File: src/rtl/srf_pkg.sv
package srf_pkg;
  localparam int OFS_W   = 3;
  localparam int NREGS   = 1 << OFS_W;
  localparam int NSRC    = 2;
  localparam int SRC_RX  = 0;   // also the enable-register bit of the source
  localparam int SRC_TX  = 1;

  localparam logic [OFS_W-1:0] OFS_DATA = 3'd0;
  localparam logic [OFS_W-1:0] OFS_IEN  = 3'd1;
  localparam logic [OFS_W-1:0] OFS_IID  = 3'd2;
  localparam logic [OFS_W-1:0] OFS_LCTL = 3'd3;
  localparam logic [OFS_W-1:0] OFS_MCTL = 3'd4;
  localparam logic [OFS_W-1:0] OFS_LSTS = 3'd5;
  localparam logic [OFS_W-1:0] OFS_MSTS = 3'd6;
  localparam logic [OFS_W-1:0] OFS_SCR  = 3'd7;

  localparam int          LCTL_WIN_BIT = 7;
  localparam logic [7:0]  MCTL_MAGIC   = 8'h1A;
  localparam logic [7:0]  MCTL_SIG     = 8'h9A;
  localparam logic [7:0]  IID_RX       = 8'h04;
  localparam logic [7:0]  IID_TX       = 8'h02;
  localparam logic [7:0]  IID_NONE     = 8'h01;

  typedef struct packed {
    logic start;
    logic cancel;
  } tmr_cmd_t;

  function automatic logic [7:0] iid_code(input logic rx_p, input logic tx_p);
    if (rx_p)      return IID_RX;
    else if (tx_p) return IID_TX;
    else           return IID_NONE;
  endfunction

  function automatic logic [7:0] lsts_value(input logic avail);
    return {1'b0, 1'b1, 1'b1, 4'b0000, avail};
  endfunction
endpackage

File: src/rtl/srf_delay_timer.sv
module srf_delay_timer #(
  parameter int DELAY = 450
) (
  input  logic clk,
  input  logic rst_n,
  input  srf_pkg::tmr_cmd_t cmd,
  output logic running,
  output logic expire
);
  localparam int CNT_W = $clog2(DELAY + 1);

  logic [CNT_W-1:0] cnt_q;

  always_ff @(posedge clk) begin
    if (!rst_n)            cnt_q <= '0;
    else if (cmd.start)    cnt_q <= CNT_W'(DELAY);
    else if (cmd.cancel)   cnt_q <= '0;
    else if (cnt_q != '0)  cnt_q <= cnt_q - 1'b1;
  end

  assign running = (cnt_q != '0);
  assign expire  = (cnt_q == CNT_W'(1)) && !cmd.start && !cmd.cancel;
endmodule

File: src/rtl/srf_pend_flags.sv
module srf_pend_flags #(
  parameter int NSRC = 2
) (
  input  logic            clk,
  input  logic            rst_n,
  input  logic [NSRC-1:0] expire,
  input  logic [NSRC-1:0] enable,
  input  logic [NSRC-1:0] clear,
  output logic [NSRC-1:0] pend
);
  for (genvar s = 0; s < NSRC; s++) begin : g_src
    always_ff @(posedge clk) begin
      if (!rst_n)                        pend[s] <= 1'b0;
      else if (clear[s])                 pend[s] <= 1'b0;
      else if (expire[s] && enable[s])   pend[s] <= 1'b1;
    end
  end
endmodule

File: src/rtl/serial_reg_front.sv
module serial_reg_front #(
  parameter int ADDR_W    = 4,
  parameter int IRQ_DELAY = 450
) (
  input  logic              clk,
  input  logic              rst_n,
  input  logic [ADDR_W-1:0] bus_addr,
  input  logic              bus_wr,
  input  logic              bus_rd,
  input  logic [7:0]        bus_wdata,
  output logic [7:0]        bus_rdata,
  output logic              bus_err,
  input  logic [7:0]        rx_data,
  input  logic              rx_valid,
  output logic              rx_ready,
  output logic [7:0]        tx_data,
  output logic              tx_valid,
  output logic              irq
);
  import srf_pkg::*;

  logic [7:0] ien_q, lctl_q, mctl_q;
  logic [7:0] rdata_q, txd_q;
  logic       err_q, txv_q, avail_q, pop_q;

  // decode
  logic             in_range, win, acc;
  logic [OFS_W-1:0] ofs;
  if (ADDR_W > OFS_W) begin : g_wide
    assign in_range = (bus_addr[ADDR_W-1:OFS_W] == '0);
  end else begin : g_narrow
    assign in_range = 1'b1;
  end
  assign ofs = bus_addr[OFS_W-1:0];
  assign win = lctl_q[LCTL_WIN_BIT];
  assign acc = bus_rd || bus_wr;

  // named internal events
  logic dat_rd, dat_wr, ien_wr, iid_rd, lctl_wr, mctl_wr, rx_arrive;
  assign dat_rd    = bus_rd && in_range && (ofs == OFS_DATA) && !win;
  assign dat_wr    = bus_wr && in_range && (ofs == OFS_DATA) && !win;
  assign ien_wr    = bus_wr && in_range && (ofs == OFS_IEN)  && !win;
  assign iid_rd    = bus_rd && in_range && (ofs == OFS_IID);
  assign lctl_wr   = bus_wr && in_range && (ofs == OFS_LCTL);
  assign mctl_wr   = bus_wr && in_range && (ofs == OFS_MCTL);
  assign rx_arrive = rx_valid && !avail_q;

  // timer commands
  tmr_cmd_t  cmd [NSRC];
  logic [NSRC-1:0] tmr_start, tmr_cancel, tmr_expire, tmr_run, pend_clr, pend;

  always_comb begin
    tmr_start  = '0;
    tmr_cancel = '0;
    if (ien_wr) begin
      tmr_start[SRC_TX]  = bus_wdata[SRC_TX];
      tmr_cancel[SRC_TX] = !bus_wdata[SRC_TX];
      tmr_start[SRC_RX]  = bus_wdata[SRC_RX] && rx_valid;
      tmr_cancel[SRC_RX] = !(bus_wdata[SRC_RX] && rx_valid);
    end else begin
      tmr_start[SRC_TX]  = dat_wr && ien_q[SRC_TX];
      tmr_start[SRC_RX]  = ien_q[SRC_RX] && rx_valid && (rx_arrive || pop_q);
    end
    pend_clr         = tmr_cancel;
    pend_clr[SRC_TX] = pend_clr[SRC_TX] || dat_wr || iid_rd;
    pend_clr[SRC_RX] = pend_clr[SRC_RX] || dat_rd;
  end

  for (genvar s = 0; s < NSRC; s++) begin : g_tmr
    assign cmd[s] = '{start: tmr_start[s], cancel: tmr_cancel[s]};
    srf_delay_timer #(.DELAY(IRQ_DELAY)) u_tmr (
      .clk     (clk),
      .rst_n   (rst_n),
      .cmd     (cmd[s]),
      .running (tmr_run[s]),
      .expire  (tmr_expire[s])
    );
  end

  srf_pend_flags #(.NSRC(NSRC)) u_pend (
    .clk    (clk),
    .rst_n  (rst_n),
    .expire (tmr_expire),
    .enable (ien_q[NSRC-1:0]),
    .clear  (pend_clr),
    .pend   (pend)
  );

  // read mux
  logic [7:0] rd_val;
  always_comb begin
    rd_val = 8'h00;
    if (in_range) begin
      case (ofs)
        OFS_DATA: rd_val = (win || !rx_valid) ? 8'h00 : rx_data;
        OFS_IEN:  rd_val = win ? 8'h00 : ien_q;
        OFS_IID:  rd_val = iid_code(pend[SRC_RX], pend[SRC_TX]);
        OFS_LCTL: rd_val = lctl_q;
        OFS_MCTL: rd_val = mctl_q;
        OFS_LSTS: rd_val = lsts_value(rx_valid);
        default:  rd_val = 8'h00;
      endcase
    end
  end

  always_ff @(posedge clk) begin
    if (!rst_n) begin
      ien_q   <= '0;
      lctl_q  <= '0;
      mctl_q  <= '0;
      rdata_q <= '0;
      txd_q   <= '0;
      err_q   <= 1'b0;
      txv_q   <= 1'b0;
      avail_q <= 1'b0;
      pop_q   <= 1'b0;
    end else begin
      rdata_q <= bus_rd ? rd_val : 8'h00;
      err_q   <= acc && !in_range;
      txv_q   <= dat_wr;
      avail_q <= rx_valid;
      pop_q   <= dat_rd;
      if (dat_wr)  txd_q  <= bus_wdata;
      if (ien_wr)  ien_q  <= bus_wdata;
      if (lctl_wr) lctl_q <= bus_wdata;
      if (mctl_wr && (bus_wdata == MCTL_MAGIC)) mctl_q <= MCTL_SIG;
    end
  end

  assign bus_rdata = rdata_q;
  assign bus_err   = err_q;
  assign rx_ready  = dat_rd;
  assign tx_data   = txd_q;
  assign tx_valid  = txv_q;
  assign irq       = |pend;
endmodule

File: config.mk
export PLATFORM = sky130hd
export DESIGN_NAME = serial_reg_front
export DESIGN_NICKNAME = d
export VERILOG_FILES = /design/src/rtl/srf_pkg.sv /design/src/rtl/srf_delay_timer.sv /design/src/rtl/srf_pend_flags.sv /design/src/rtl/serial_reg_front.sv
export SDC_FILE = /design/constraint.sdc
export NUM_CORES = 1
export LEC_CHECK = 0
export ABC_CLOCK_PERIOD_IN_PS = 2500
export BUFFER_PORTS_ARGS = -buffer_cell sky130_fd_sc_hd__buf_2
export CORE_ASPECT_RATIO = 1.25
export CORE_MARGIN = 2
export CORE_UTILIZATION = 45
export DETAILED_ROUTE_END_ITERATION = 8
export PLACE_DENSITY_LB_ADDON = 0.25
export SYNTH_ARGS = -nofsm -noshare
export SYNTH_HDL_FRONTEND = slang
export SYNTH_HIERARCHICAL = 1
export SYNTH_SLANG_ARGS = --single-unit
File: constraint.sdc
create_clock -name clk -period 2.5 [get_ports clk]
set_input_delay 0.125 -clock clk [delete_from_list [all_inputs] [get_ports clk]]
set_output_delay 0.125 -clock clk [all_outputs]
set_load 0.1 [all_outputs]
==> results.md <==
- EDFF count, synth: 0
- H-tree depth: 3
- Pre-CTS setup slack: 0.541 ns
- Initial antenna violation count: 0
- Synth warn: 6
- Asr flop ratio synth: 0%
- Root Driver: clkbuf_8
- Share of cells above drive strength 1: 19.9%
- Vias: 2,316
- RSZ-0062 raised after global routing: false
- Fin util: 53.5%
- Placer Congestion: 0.807
- Clock sinks: 57
- Type of the tightest min-delay check: in2reg
- Post-cts sizing count: 0
- Min Tclk post-route: 2.01 ns
- Total core area: 5780 um^2
- Register area: 1140 um^2
- Yosys top cell area share: 42.7%
- Max Fanout on Critical Path: 10
- Pin count of the biggest net entering global routing: 27
- Routed WL per cell: 14.6 um
- Dominant cell by count in the synthesized netlist: dfxtp_1
- Setup TNS: 0 ns
- Die X: 72.9 um
- Max Cap Viol: 0
- Via density per instance: 5.42
- Worst Hold Slack: 0.0315 ns
- P_leak: 1.27 nW
- Clock buffer depth: 2
- Clk_lat worst skew: 0.33 ns
- Fin nets: 385
- Area delta synth->final: 15.6%
- Startpoint types: flip-flop
- CTS tree: built
- Worst-Margin Slew: 0.534 ns
- Arr. time, crit path: 2.28 ns
- Dpl cell area: 2920 um^2
- Dominant synthesized flop cell: dfxtp_1
- Final Hold Fails: 0
- Worst VDD drop: 406 uV
- Post-Syn Nets: 341
- # placed instances: 411
- Fin worst setup slack: 0.485 ns
- FF-to-FF path depth: 9
- Total wire length: 6220 um
- TritonCTS Buffers: 9
- # setup viols final: 0
- Number of iterations in the first detailed-routing pass: 4
- DRC Markers: 0
- Overall Power: 2.66 mW
- Diode count: 0
- Syn_area_per_cell: 8.57 um^2
- Number of global-route vias before repair: 2,159
- Tot GR Track Use: 19.7%
- Multi-input gate area: 1400 um^2
- Slew HR: 64.4%
- Routed Antenna Nets: 0
- Critical Path RT: 2.77 ns
- #FFs+latches synth: 57
- Synth unique cells: 49
- Final std cells w/o fill: 427
- Syn Inst Count: 312
- Die area: 6580 um^2
- PD cells: 862 nW/um^2
- Post-CTS Setup Bufs: 0
- Post-Syn Area: 2670 um^2
- DRT iter0 DRCs: 121
- Fill count: 552
- Sequential fraction of the synthesis area: 42.7%
- First-pass GRT wire length: 10,000 um
- Hold path cells: 3
- Height of the die: 90.2 um
- FP Rows: 31
- Hold_buf cts: 0
- Commonest cells in the netlist: dfxtp_1, nor2_1, a21oi_1
- Status: complete, no violations
- I/O Pins: 45
- Synth area leaders: dfxtp_1, nor2_1, a21oi_1, mux2i_1, nand3_1
- Area leader, netlist: dfxtp_1
- CP Class: reg2reg
- Buffers on Ports: 44
- HPWL after detailed placement: 4470 um
- Initial Utilization: 46.2%
- Clock slew at reported path FFs: 0.06 ns
- Worst setup EP type: flip-flop
- Cell area after layout: 3090 um^2
- Grt total ovfl: 0
- Final-report max-slew violation count: 0
- Maximum clock frequency: 496 MHz
- Final Skew: 0.00413 ns
- Fin crit share: 80.6%
-- area by class of cell --
type	instances	share of cell area (%)
timing repair buffer	47	7.86
clock inverter	3	0.486
sequential	57	36.9
clock buffer	13	5.14
inverter	14	1.70
multi-input combinational	227	45.2
tap	66	2.67
-- where the power goes --
| group | internal, mW | switching [mW] |
|---|---|---|
| Clock | 0.409 | 0.352 |
| Combinational | 0.343 | 0.445 |
| Sequential | 1.01 | 0.103 |
-- registers in the layout, summed over array words and instances, names as in the netlist --
signal,flops
bus_err,1
avail_q,1
tx_data,8
g_tmr.u_tmr/cnt_q,18
lctl_q,8
pop_q,1
mctl_q,1
bus_rdata,8
tx_valid,1
ien_q,8
u_pend/pend,2
-- metal layers --
layer	part of all wire, %	up-vias	routed length (um)	GRT usage, %
li1	-	1174	-	-
met1	44	1094	2740	23.4
met2	51	43	3200	32.4
met3	3.7	5	228	6.39
met4	0.82	0	51	7.25
met5	0	-	0	0
-- cell usage in the layout, fill, tap and decap left out, types with 2 or more instances in the layout --
master	synthesis	final
a21o_1	2	2
a21oi_1	27	27
a2bb2oi_1	3	3
a311oi_1	2	2
and2_1	3	3
and3_1	2	2
buf_2	6	44
buf_4	2	3
clkbuf_1	3	2
clkbuf_8	0	11
clkinv_2	0	3
dfxtp_1	57	57
ha_1	4	4
inv_1	13	13
mux2i_1	13	13
nand2_1	26	26
nand2b_1	7	7
nand3_1	20	20
nand3b_1	4	4
nor2_1	37	37
nor2b_1	4	4
nor3_1	4	4
nor3b_1	4	4
nor3b_2	2	2
nor4_1	3	3
o211ai_1	4	4
o21a_1	3	3
o21ai_0	7	7
o21ai_1	9	9
o311ai_0	2	2
o32a_1	2	2
or2_1	4	4
or4_4	2	2
or4b_1	3	3
xnor2_1	2	2
xor2_1	10	10
-- worst paths after layout --
check	from	endpoint	slack [ns]
max	lctl_q[7]	u_pend/pend[0]	0.49
min	rx_data[5]	bus_rdata[5]	0.03
max reg2reg	lctl_q[7]	u_pend/pend[0]	0.49
min reg2reg	tx_data[1]	tx_data[1]	0.45
-- worst max-delay path, stage by stage (launching register included) --
cell and delay [ns]:
dfxtp_1 0.41, nor2_2 0.25, nand3_2 0.28, nand2_1 0.18
o22ai_1 0.12, nor2_1 0.13, nand3_1 0.10, nor3b_1 0.23
a21oi_1 0.11, nor3b_2 0.15
-- logic make-up (layout without fill, tap and decap cells) --
kind of cell / after synthesis / count (layout) / share of synthesized area (%)
compound gates: 67 / 67 / 15.8
mux: 13 / 13 / 4.87
fa+ha+maj: 4 / 4 / 1.87
flops: 57 / 57 / 42.7
xor+xnor: 12 / 12 / 3.93
simple gates: 131 / 131 / 25.7
buf+inv: 28 / 77 / 5.06
Note: power is estimated with default switching activity, not from simulation.
